**src/rtl/glint_pkg.sv**
```systemverilog
package glint_pkg;
   // Number of bits needed to hold values 0..maxv
   function automatic int cnt_bits(input int maxv);
      return (maxv < 1) ? 1 : $clog2(maxv + 1);
   endfunction
endpackage

```
**src/rtl/glint_sync.sv**
```systemverilog
module glint_sync #(
   parameter int STAGES = 2
) (
   input  logic clk,
   input  logic rst,
   input  logic d_async,
   output logic d_sync
);
   logic [STAGES-1:0] chain_q;

   generate
      for (genvar g = 0; g < STAGES; g++) begin : g_stage
         if (g == 0) begin : g_first
            always_ff @(posedge clk) begin
               if (rst) chain_q[0] <= 1'b0;
               else     chain_q[0] <= d_async;
            end
         end else begin : g_next
            always_ff @(posedge clk) begin
               if (rst) chain_q[g] <= 1'b0;
               else     chain_q[g] <= chain_q[g-1];
            end
         end
      end
   endgenerate

   assign d_sync = chain_q[STAGES-1];
endmodule

```
**src/rtl/glint_counter.sv**
```systemverilog
module glint_counter #(
   parameter int CNT_MAX = 9,
   parameter int CW      = 4
) (
   input  logic          clk,
   input  logic          rst,
   input  logic          step_en,
   input  logic          level,
   output logic [CW-1:0] cnt_q,
   output logic [CW-1:0] cnt_nxt
);
   localparam logic [CW-1:0] TOP  = CW'(CNT_MAX);
   localparam logic [CW-1:0] ONE  = CW'(1);
   localparam logic [CW-1:0] ZERO = '0;

   // bounded up/down step
   always_comb begin
      cnt_nxt = cnt_q;
      if (step_en) begin
         if (level) begin
            if (cnt_q != TOP) cnt_nxt = cnt_q + ONE;
         end else begin
            if (cnt_q != ZERO) cnt_nxt = cnt_q - ONE;
         end
      end
   end

   always_ff @(posedge clk) begin
      if (rst) cnt_q <= ZERO;
      else     cnt_q <= cnt_nxt;
   end
endmodule

```
**src/rtl/glint_hyst.sv**
```systemverilog
module glint_hyst #(
   parameter int ON_LEVEL  = 9,
   parameter int OFF_LEVEL = 0,
   parameter int CW        = 4
) (
   input  logic          clk,
   input  logic          rst,
   input  logic [CW-1:0] cnt_nxt,
   output logic          out_q
);
   localparam logic [CW-1:0] ON_V  = CW'(ON_LEVEL);
   localparam logic [CW-1:0] OFF_V = CW'(OFF_LEVEL);
   logic out_nxt;

   // switch at the levels, hold in between
   always_comb begin
      out_nxt = out_q;
      if (cnt_nxt >= ON_V)       out_nxt = 1'b1;
      else if (cnt_nxt <= OFF_V) out_nxt = 1'b0;
   end

   always_ff @(posedge clk) begin
      if (rst) out_q <= 1'b0;
      else     out_q <= out_nxt;
   end
endmodule

```
**src/rtl/glint_integrator.sv**
```systemverilog
module glint_integrator #(
   parameter int CNT_MAX     = 9,
   parameter int ON_LEVEL    = 9,
   parameter int OFF_LEVEL   = 0,
   parameter int SYNC_STAGES = 2,
   localparam int CW = glint_pkg::cnt_bits(CNT_MAX)
) (
   input  logic          clk,
   input  logic          rst,
   input  logic          sample_tick,
   input  logic          raw_in,
   output logic          level_out,
   output logic [CW-1:0] level_count
);
   generate
      if (CNT_MAX < 1) begin : g_bad_max
         $error("CNT_MAX must be at least 1");
      end
      if (ON_LEVEL > CNT_MAX || ON_LEVEL < 1) begin : g_bad_on
         $error("ON_LEVEL must lie in 1..CNT_MAX");
      end
      if (OFF_LEVEL < 0 || OFF_LEVEL >= ON_LEVEL) begin : g_bad_off
         $error("OFF_LEVEL must lie in 0..ON_LEVEL-1");
      end
      if (SYNC_STAGES < 2) begin : g_bad_sync
         $error("SYNC_STAGES must be at least 2");
      end
   endgenerate

   logic          lvl_sync;
   logic [CW-1:0] cnt_nxt;

   // input synchroniser
   glint_sync #(.STAGES(SYNC_STAGES)) sync_i (
      .clk(clk), .rst(rst), .d_async(raw_in), .d_sync(lvl_sync)
   );

   glint_counter #(.CNT_MAX(CNT_MAX), .CW(CW)) cnt_i (
      .clk(clk), .rst(rst), .step_en(sample_tick), .level(lvl_sync),
      .cnt_q(level_count), .cnt_nxt(cnt_nxt)
   );

   glint_hyst #(.ON_LEVEL(ON_LEVEL), .OFF_LEVEL(OFF_LEVEL), .CW(CW)) hyst_i (
      .clk(clk), .rst(rst), .cnt_nxt(cnt_nxt), .out_q(level_out)
   );
endmodule

```
**config.mk**
```make
export PLATFORM = sky130hd
export DESIGN_NAME = glint_integrator
export DESIGN_NICKNAME = d
export VERILOG_FILES = /design/src/rtl/glint_pkg.sv /design/src/rtl/glint_sync.sv /design/src/rtl/glint_counter.sv /design/src/rtl/glint_hyst.sv /design/src/rtl/glint_integrator.sv
export SDC_FILE = /design/constraint.sdc
export NUM_CORES = 1
export LEC_CHECK = 0
export ABC_AREA = 1
export CAP_MARGIN = 20
export CORE_AREA = 3 3 40 42
export CTS_CLUSTER_SIZE = 8
export DETAILED_ROUTE_END_ITERATION = 6
export DIE_AREA = 0 0 43 45
export DONT_BUFFER_PORTS = 1
export GPL_TIMING_DRIVEN = 1
export PLACE_DENSITY = 0.55
export SETUP_SLACK_MARGIN = 0.15
export SKIP_LAST_GASP = 1
export SLEW_MARGIN = 30
export SYNTH_ARGS = -nofsm -noshare
export SYNTH_HDL_FRONTEND = slang
export SYNTH_SLANG_ARGS = --single-unit
```
**constraint.sdc**
```tcl
create_clock -name clk -period 3 [get_ports clk]
set_input_delay 0.45 -clock clk [delete_from_list [all_inputs] [get_ports clk]]
set_output_delay 0.45 -clock clk [all_outputs]
set_load 0.01 [all_outputs]
```
Yosys cells after proc, flatten, opt, wreduce, memory -nomap -nowiden:

Index checks and enable logic that the tools add are counted.

* register bits after elaboration: 7
* input bits: 4
* output and inout port bits: 5
* word-level logic and storage cells: 17

* $add $sub $neg: 2
* magnitude comparators: 2
* equality and inequality tests: 1
* multiplexer cells: 6
* reductions and logical operators: 2

Operators by type and width (number)
* 4-bit two-way mux: 4
* 4-bit by 1-bit adder with 4-bit output (second input constant): 1
* 4-bit greater-or-equal comparator (second input constant): 1
* 4-bit by 1-bit <= comparator with 1-bit output (second input constant): 1
* 4-bit != test (second input constant): 1
* 4-bit nonzero test: 1
* 4-bit by 1-bit subtractor with 4-bit output (second input constant): 1
* 1-bit two-way mux: 2
* 2-bit nonzero test: 1

Depth between registers and ports, before layout:

Gate-level depths: netlist of run 1.

* word-level depth: 7
* depth in mapped cells: 10

Modules after synthesis:

A second synthesis of run 1 with hierarchy kept.

* cell total of the unflattened synthesis: 80
* area total of the unflattened synthesis: 506.7 µm²

By module, submodules not included
* glint_counter: times used 1, cells each 65, area an instance 400.4 µm², seq. area each 80.1 µm²
* glint_sync: times used 1, cells each 6, area an instance 55.1 µm², seq. area each 40.0 µm²
* glint_hyst: times used 1, cells each 9, area an instance 51.3 µm², seq. area each 20.0 µm²

Worst setup path before layout of run 1:

OpenSTA, ideal clock, no wires.

* path kind: register to register
* start: reg cnt_i.cnt_q[0]
* end: reg hyst_i.out_q
* library setup time: 0.117 ns
* arrival time: 1.317 ns
* data required time: 2.883 ns
* setup slack: 1.566 ns
* cell stages (with the launch flop): 11
* cells stage by stage: dfxtp_1 -> inv_1 -> ha_1 -> nor2_1 -> nor2_1 -> nand2_1 -> nand3_1 -> nand2_1 -> nand3_1 -> nor2_1 -> a21oi_1

* cells in the longest elaborated chain, start to end: 6
* elaborated cells on any way between the ends: 12

Ends and longest elaborated chain
* start, declared: line glint_counter.sv:9 `output logic [CW-1:0] cnt_q,`
* start signal, assigned: line glint_counter.sv:30 `else cnt_q <= cnt_nxt;`
* 4-bit by 1-bit subtractor with 4-bit output, or another cell as far along: line glint_counter.sv:23 `if (cnt_q != ZERO) cnt_nxt = cnt_q - ONE;`
* 4-bit two-way mux, on equally long branches: line glint_counter.sv:23, glint_counter.sv:21
* 4-bit two-way mux: line glint_counter.sv:20 `if (level) begin`
* 4-bit two-way mux *: line glint_counter.sv:19 `if (step_en) begin`
* 4-bit greater-or-equal comparator / 4-bit by 1-bit <= comparator with 1-bit output (equally long branches): line glint_hyst.sv:18, glint_hyst.sv:19
* 1-bit two-way mux / 2-bit nonzero test (equally long branches)
* end signal, assigned: line glint_hyst.sv:24 `else out_q <= out_nxt;`
* end, declared: line glint_hyst.sv:9 `output logic out_q`

Mark *: on every way between the ends. The rest lies on a longest branch, timed or not.
A chain may end at the register's enable or synchronous reset.

Final worst setup path of run 1:

* start: reg cnt_i.cnt_q[1]
* end: reg hyst_i.out_q

Same word-level chain as after synthesis.

==> out/results.md, run 1 <==
Drt
- **detailed-route via count** 444
- **Detail Route Antenna Nets** 0
- **Via-to-Cell Ratio** 4.83
- **drt total wl** 1030 microns
- **count of routing violations after the opening detailed-route iteration** 3
- **# DRC** 0
- **wire length per cell after detailed routing** 11.2 microns
- **Pre-antenna DRT Iters** 5

Logic synthesis
- **mapped cell area** 490 sq um
- **Post-Syn Nets** 81
- **synthesized-area fraction occupied by ao, oa, aoi and oai cells** 0.0510
- **number of distinct library cells after synthesis** 16
- **Mapped Avg Cell Area** 6.63 sq um
- **simple-gate portion of the synthesized area** 0.487
- **share of synthesized area spent on multiplexers** 0
- **register bit count reported by yosys** 7
- **top cell type's share of synthesized area** 0.286
- **parity-gate share of the synthesized area counting xor and xnor cells** 0
- **Post-Syn Instances** 74
- **Yosys warning total** 0
- **share of synthesized area occupied by flip-flops and latches** 0.286
- **combinational family with the most area after synthesis** simple AND/OR/NAND/NOR gates
- **fraction of the mapped netlist area in adder cells** 0.0765
- **cell type with the highest aggregate area in the netlist** sky130_fd_sc_hd__dfxtp_1
- **largest cells by area after synthesis** sky130_fd_sc_hd__dfxtp_1 (29%), sky130_fd_sc_hd__nand2_1 (15%), sky130_fd_sc_hd__nand3_1 (11%)

Critical path
- **maximum fanout along the worst path** 9
- **worst reg2reg startpoint** cnt_i.cnt_q[1]
- **CP Data Arrival Time** 1.81 ns
- **critical path class** reg -> reg
- **Worst R2R Path Depth** 10
- **startpoint types** flop
- **WP data required** 3.14 ns
- **Crit Reg-Reg Endpoint** hyst_i.out_q
- **element type at the critical path end** flop
- **worst setup slack for register-to-register paths** 1.33 ns

STA
- **final critical delay including setup and external delays** 1.67 ns
- **WHS** 0.263 ns
- **setup TNS** 0 ns
- **Slew Limit Headroom** 0.697
- **Worst-Margin Slew** 0.453 ns
- **setup skew after layout** 0.000505 ns
- **setup repair after global routing missed its margin** false
- **total setup violations reported at the end of the flow** 0
- **max-slew violation count** 0
- **total count of hold-check failures in the final report** 0
- **part of the cycle the worst path needs** 0.556
- **Fmax** 0.599 GHz

Clock network
- **number of buffers on the longest clock path** 2
- **clk slew on worst S/H paths** 0.05 ns
- **clk sinks** 7
- **number of hold buffers added after cts** 0
- **number of buffers inserted to repair setup after CTS** 0
- **clock tree from TritonCTS** yes
- **CTS H-tree lvls** 1
- **cts repair resizes** 0
- **clock latency at the later pin of the worst-skew pair** 0.25 ns
- **library cell used as clock root buffer** sky130_fd_sc_hd__clkbuf_4
- **number of buffers inserted during clock tree synthesis** 3

Power and ir drop
- **overall power of the completed layout** 0.300 mW
- **IR Drop Worst-Case VDD** 0.263 mV
- **logic gate share of total power** 0.296
- **Internal Dissipation** 0.190 mW
- **net switching component of the power** 0.110 mW
- **portion of total power attributed to the clock network** 0.281
- **Power per Cell Area** 571 nW/um^2
- **sequential power share** 0.424
- **sw frac** 0.366
- **Static Leakage** 0.243 nW

Final layout
- **utilization of the core after routing** 0.408
- **count of filler cells inserted in the layout** 139
- **area of combinational cells with multiple inputs** 302 sq um
- **commonest cells after routing, fill and taps aside** sky130_fd_sc_hd__nand2_1 (20), sky130_fd_sc_hd__nand3_1 (11), sky130_fd_sc_hd__inv_1 (9)
- **layout cells sized above 1** 0.143
- **area taken by flip-flops and latches** 140 sq um
- **leading cell type in the layout, fill and taps excluded** sky130_fd_sc_hd__nand2_1
- **Area growth syn-to-layout** 6.89%
- **ANT cells** 0
- **number of nets at the end of the flow** 85

Placed design
- **Buffers on Ports** 0
- **final weighted congestion in routability-driven placement** 0.834
- **Final HPWL DP** 781 microns

Floorplan
- **Chip Width** 43 microns
- **I/O pin total** 9
- **area of the die** 1940 sq um
- **starting density of the core** 0.382
- **die height** 45 microns
- **number of placement rows** 13
- **core area** 1280 sq um

GRT
- **via count of the first global-routing pass** 402
- **maximum number of pins on one net before global-route repair** 10
- **antenna violations before repair** 0
- **Total GRT Usage** 0.125
- **sum of overflow across all layers after global routing** 0
- **global-route wire length before repair** 1770 microns

Status
- **status** finished, final reports clean

Run
- **# Max-Cap Violations** 0

Hold path
- **class of the worst hold path** in -> reg
- **worst hold endpoint** cnt_i.cnt_q[0]
- **hold depth** 1
- **startpoint of the lowest-slack hold path** rst

power groups by stage:
stage | combinational, mW | clock, mW | sequential (mW)
final | 0.0886 | 0.0841 | 0.127
after global routing | 0.101 | 0.0966 | 0.130
after CTS | 0.0891 | 0.0887 | 0.127
after detailed placement | 0.0886 | 0 | 0.129
after global placement | 0.0895 | 0 | 0.129
after floorplan | 0.0821 | 0 | 0.121
flip-flops by register name, summed over array words and instances (netlist names):
| register | cells |
|---|---|
| cnt_i.cnt_q | 4 |
| hyst_i.out_q | 1 |
| sync_i.chain_q | 1 |
| sync_i.d_sync | 1 |
synthesized netlist by cell type:
| cell | number |
|---|---|
| sky130_fd_sc_hd__nand2_1 | 20 |
| sky130_fd_sc_hd__nand3_1 | 11 |
| sky130_fd_sc_hd__inv_1 | 9 |
| sky130_fd_sc_hd__dfxtp_1 | 7 |
| sky130_fd_sc_hd__nor2_1 | 7 |
| sky130_fd_sc_hd__a21oi_1 | 4 |
| sky130_fd_sc_hd__ha_1 | 3 |
| sky130_fd_sc_hd__nand2_2 | 3 |
| sky130_fd_sc_hd__nand3_2 | 2 |
| sky130_fd_sc_hd__nand4_1 | 2 |
| sky130_fd_sc_hd__buf_6 | 1 |
| sky130_fd_sc_hd__inv_2 | 1 |
| sky130_fd_sc_hd__nand3_4 | 1 |
| sky130_fd_sc_hd__nand3b_1 | 1 |
| sky130_fd_sc_hd__nor2_2 | 1 |
| sky130_fd_sc_hd__o21ai_0 | 1 |
cell families (layout without fill, tap and decap cells):
logic type      after synthesis  in the layout
buf+inv                      11             14
fa+ha+maj                     3              3
simple gates                 48             48
compound gates                5              5
flops                         7              7
final cells by class:
| class | count | area share |
|---|---|---|
| inverters | 10 | 0.0716 |
| well taps | 15 | 0.0358 |
| clock buffers | 4 | 0.0501 |
| flip-flops and latches | 7 | 0.267 |
| multi-input cells | 56 | 0.575 |
per-layer routing:
layer | vias to the layer above | GRT usage | wire length (microns)
met1 | 183 | 0.159 | 511
met3 | 0 | 0.0876 | 106
li1 | 243 | - | -
met5 | - | 0 | 0
met4 | 0 | 0.0181 | 0
met2 | 18 | 0.177 | 411
worst max-delay path, stage by stage (launching register included):
cell	delay (ns)
sky130_fd_sc_hd__dfxtp_1	0.55
sky130_fd_sc_hd__inv_1	0.12
sky130_fd_sc_hd__ha_1	0.24
sky130_fd_sc_hd__nor2_1	0.14
sky130_fd_sc_hd__nor2_1	0.05
sky130_fd_sc_hd__nand2_1	0.06
sky130_fd_sc_hd__nand3_1	0.07
sky130_fd_sc_hd__nand2_1	0.09
sky130_fd_sc_hd__nand3_1	0.08
sky130_fd_sc_hd__nor2_1	0.09
sky130_fd_sc_hd__a21oi_1	0.06
through the flow:
step | instance area, sq um | instances | worst slack, ns
after CTS | 524 | 92 | 1.31
final | 524 | 92 | 1.33
after detailed placement | 498 | 88 | 1.31
after global routing | 524 | 92 | 1.18
after floorplan | 490 | 74 | 1.57
after global placement | 498 | 88 | 1.31
worst max path at each step:
| stage | start | to | slack (ns) | cells past startpoint |
|---|---|---|---|---|
| 4_1_cts | cnt_i.cnt_q[1] | hyst_i.out_q | 1.31 | 10 |
| 5_1_grt | cnt_i.cnt_q[1] | hyst_i.out_q | 1.18 | 10 |
| 3_5_place_dp | cnt_i.cnt_q[1] | hyst_i.out_q | 1.31 | 10 |
| 2_1_floorplan | cnt_i.cnt_q[0] | hyst_i.out_q | 1.57 | 10 |
| 6_report | cnt_i.cnt_q[1] | hyst_i.out_q | 1.33 | 10 |
| 3_3_place_gp | cnt_i.cnt_q[1] | hyst_i.out_q | 1.31 | 10 |
(Power assumes the default switching activity.)
==> run 2: changes to the inputs <==
- ABC_AREA: 1 -> 0
- PLACE_DENSITY: 0.55 -> 0.53
- clock period: 3 -> 1.5 ns (I/O delays scaled with it)
==> run 2 against run 1 <==
Clock skew increased by 0.0026 ns. Global-route usage decreased by 0.16 points. Area after synthesis decreased by 8.7%. The run now ends with negative setup slack left. Cell count decreased by 7.6%. Hold slack got worse by 0.23 ns. Sequential share of layout area decreased by 4.0 points. Core utilization increased by 9.8 points. Worst setup slack got worse by 1.5 ns.
==> out/results.md, run 2 <==
Status
- **status** finished, violations left, was finished, final reports clean
- **violations in the final reports** negative setup slack

Drt
- **Detail Route Antenna Nets** 0, unchanged
- **# DRC** 0, unchanged
- **Pre-antenna DRT Iters** 4, was 5
- **detailed-route via count** 444, unchanged
- **Via-to-Cell Ratio** 5.22, was 4.83
- **count of routing violations after the opening detailed-route iteration** 8, was 3
- **drt total wl** 1020 microns, was 1030 microns
- **wire length per cell after detailed routing** 12.0 microns, was 11.2 microns

Clock network
- **clk slew on worst S/H paths** 0.05 ns, about the same
- **library cell used as clock root buffer** sky130_fd_sc_hd__clkbuf_4, unchanged
- **clock tree from TritonCTS** yes, unchanged
- **number of hold buffers added after cts** 0, unchanged
- **clk sinks** 7, unchanged
- **number of buffers on the longest clock path** 2, unchanged
- **CTS H-tree lvls** 1, unchanged
- **number of buffers inserted during clock tree synthesis** 3, unchanged
- **clock latency at the later pin of the worst-skew pair** 0.24 ns, was 0.25 ns

Final layout
- **count of filler cells inserted in the layout** 132, was 139
- **area taken by flip-flops and latches** 148 sq um, was 140 sq um
- **Area growth syn-to-layout** 45.3%, was 6.89%
- **layout cells sized above 1** 0.443, was 0.143
- **ANT cells** 0, unchanged
- **register with the highest flop count** cnt_i.cnt_q, unchanged
- **number of nets at the end of the flow** 78, was 85
- **area of combinational cells with multiple inputs** 332 sq um, was 302 sq um
- **non-filler instance count after layout** 85, was 92
- **commonest cells after routing, fill and taps aside** sky130_fd_sc_hd__buf_4 (11), sky130_fd_sc_hd__nor2_1 (6), sky130_fd_sc_hd__inv_1 (5), sky130_fd_sc_hd__dfxtp_1 (5), sky130_fd_sc_hd__clkbuf_4 (3), was sky130_fd_sc_hd__nand2_1 (20), sky130_fd_sc_hd__nand3_1 (11), sky130_fd_sc_hd__inv_1 (9)
- **final instance area** 651 sq um, was 524 sq um
- **leading cell type in the layout, fill and taps excluded** sky130_fd_sc_hd__buf_4, was sky130_fd_sc_hd__nand2_1
- **max FFs per register** 4, unchanged

Floorplan
- **number of placement rows** 13, unchanged
- **starting density of the core** 0.349, was 0.382
- **area of the die** 1940 sq um, unchanged
- **Chip Width** 43 microns, unchanged
- **core area** 1280 sq um, unchanged
- **I/O pin total** 9, unchanged
- **die height** 45 microns, unchanged

Placed design
- **Buffers on Ports** 0, unchanged
- **Final HPWL DP** 812 microns, was 781 microns
- **post-placement cell area** 579 sq um, was 498 sq um
- **Placed Cells incl. Taps** 80, was 88
- **final weighted congestion in routability-driven placement** 0.785, was 0.834

STA
- **setup repair after global routing missed its margin** true, was false
- **final critical delay including setup and external delays** 1.62 ns, was 1.67 ns
- **total count of hold-check failures in the final report** 0, unchanged
- **Fmax** 0.616 GHz, was 0.599 GHz
- **Worst Setup Slack, final** -0.123 ns, was 1.33 ns
- **part of the cycle the worst path needs** 1.08, was 0.556
- **max-slew violation count** 0, unchanged
- **Worst-Margin Slew** 0.410 ns, was 0.453 ns
- **setup TNS** -0.205 ns, was 0 ns
- **total setup violations reported at the end of the flow** 3, was 0
- **setup skew after layout** 0.00309 ns, was 0.000505 ns
- **Slew Limit Headroom** 0.726, was 0.697

Critical path
- **element type at the critical path end** flop, unchanged
- **maximum fanout along the worst path** 5, was 9
- **top cell family by delay on the critical path** compound AO/OA/AOI/OAI gates, was simple AND/OR/NAND/NOR gates
- **CP Data Arrival Time** 1.76 ns, was 1.81 ns
- **critical path class** reg -> reg, unchanged
- **highest cell delay on the worst timing path** 0.37 ns, was 0.55 ns
- **Critical Path, Cell by Cell** inv_4 > buf_4 > ha_4 > o32a_1 > o21ai_2 > a31oi_1 > o21a_1, was inv_1 > ha_1 > nor2_1 > nor2_1 > nand2_1 > nand3_1 > nand2_1 > nand3_1 > nor2_1 > a21oi_1
- **startpoint types** flop, unchanged
- **Worst path slowest cell** sky130_fd_sc_hd__dfxtp_4, was sky130_fd_sc_hd__dfxtp_1
- **count of buffer and inverter cells on the critical path** 2, was 1
- **WP data required** 1.64 ns, was 3.14 ns

Logic synthesis
- **mapped cell area** 448 sq um, was 490 sq um
- **synthesized-area fraction occupied by ao, oa, aoi and oai cells** 0.265, was 0.0510
- **Mapped Avg Cell Area** 8.30 sq um, was 6.63 sq um
- **largest cells by area after synthesis** sky130_fd_sc_hd__dfxtp_1 (31%), sky130_fd_sc_hd__ha_1 (8.4%), sky130_fd_sc_hd__inv_1 (5.9%), was sky130_fd_sc_hd__dfxtp_1 (29%), sky130_fd_sc_hd__nand2_1 (15%), sky130_fd_sc_hd__nand3_1 (11%)
- **EDFF count, synth** 0, unchanged
- **parity-gate share of the synthesized area counting xor and xnor cells** 0.0196, was 0
- **share of synthesized area occupied by flip-flops and latches** 0.313, was 0.286
- **register bit count reported by yosys** 7, unchanged
- **share of synthesized area spent on multiplexers** 0, unchanged
- **top cell type's share of synthesized area** 0.313, was 0.286
- **number of distinct library cells after synthesis** 27, was 16
- **proportion of register bits with asynchronous set or reset after synthesis** 0, unchanged
- **fraction of the mapped netlist area in adder cells** 0.0838, was 0.0765
- **simple-gate portion of the synthesized area** 0.251, was 0.487
- **predominant post-synthesis flop cell** sky130_fd_sc_hd__dfxtp_1, unchanged
- **cell type with the highest aggregate area in the netlist** sky130_fd_sc_hd__dfxtp_1, unchanged
- **Post-Syn Nets** 61, was 81
- **Yosys warning total** 0, unchanged
- **top cells by instance count after synthesis** sky130_fd_sc_hd__dfxtp_1 (7), sky130_fd_sc_hd__inv_1 (7), sky130_fd_sc_hd__nor2_1 (6), was sky130_fd_sc_hd__nand2_1 (20), sky130_fd_sc_hd__nand3_1 (11), sky130_fd_sc_hd__inv_1 (9)
- **Post-Syn Instances** 54, was 74
- **combinational family with the most area after synthesis** compound AO/OA/AOI/OAI gates, was simple AND/OR/NAND/NOR gates

GRT
- **maximum number of pins on one net before global-route repair** 8, was 10
- **global-route wire length before repair** 1780 microns, was 1770 microns
- **antenna violations before repair** 0, unchanged
- **sum of overflow across all layers after global routing** 0, unchanged
- **Total GRT Usage** 0.123, was 0.125
- **via count of the first global-routing pass** 436, was 402

Run
- **# Max-Cap Violations** 0, unchanged

Power and ir drop
- **IR Drop Worst-Case VDD** 0.933 mV, was 0.263 mV
- **sw frac** 0.392, was 0.366
- **Power per Cell Area** 1890 nW/um^2, was 571 nW/um^2
- **overall power of the completed layout** 1.23 mW, was 0.300 mW
- **net switching component of the power** 0.483 mW, was 0.110 mW
- **logic gate share of total power** 0.608, was 0.296
- **Static Leakage** 0.256 nW, was 0.243 nW
- **sequential power share** 0.256, was 0.424
- **portion of total power attributed to the clock network** 0.136, was 0.281
- **Internal Dissipation** 0.749 mW, was 0.190 mW

Hold path
- **class of the worst hold path** in -> reg, unchanged

## run 2: per-layer routing
layer / GRT usage / part of all wire / vias up
met5: 0 / 0 / -
met4: 0.0542 / 0.0089 / 0
met3: 0.0438 / 0.051 / 2
met2: 0.207 / 0.50 / 12
met1: 0.143 / 0.44 / 204
li1: - / - / 226
## run 2: worst paths after layout
path                          to  cells after the start              start  slack (ns)
setup reg to reg    hyst_i.out_q                      7     cnt_i.cnt_q[1]       -0.12
setup / recovery    hyst_i.out_q                      7     cnt_i.cnt_q[1]       -0.12
hold reg to reg    sync_i.d_sync                      1  sync_i.chain_q[0]        0.44
hold / removal    cnt_i.cnt_q[0]                      1                rst        0.03
## run 2: through the flow
step | utilization | setup WS [ns] | hold slack [ns]
floorplan | - | -0.0507 | 0.288
global route | 0.506 | -0.199 | 0.0157
global placement | 0.451 | -0.110 | 0.290
detailed placement | 0.451 | -0.0992 | 0.291
CTS | 0.494 | -0.0886 | 0.0329
finish | 0.506 | -0.123 | 0.0345
## run 2: kinds of logic after synthesis
family          after synthesis
compound gates               16
xor+xnor                      1
fa+ha+maj                     3
buf+inv                       8
flops                         7
simple gates                 19
## run 2: layout make-up
class | count | share of cell area
Multi-Input combinational cell | 39 | 0.510
Sequential cell | 7 | 0.227
Timing Repair Buffer | 12 | 0.144
Inverter | 8 | 0.0500
Clock buffer | 4 | 0.0404
Tap cell | 15 | 0.0288
## run 2: power by group through the flow
stage	Combinational (mW)	Clock [mW]	Sequential, mW
floorplan	0.425	0	0.336
global placement	0.690	0	0.312
detailed placement	0.690	0	0.312
CTS	0.739	0.173	0.314
global route	0.836	0.195	0.326
finish	0.749	0.167	0.315
## run 2: what timing repair did
action | CTS | global route
endpoints found under the setup margin | 5 | 5
endpoints found under the hold margin | 0 | 0
pin swaps | 2 | 2
gates resized for setup | 6 | 3
setup buffers | 0 | 1
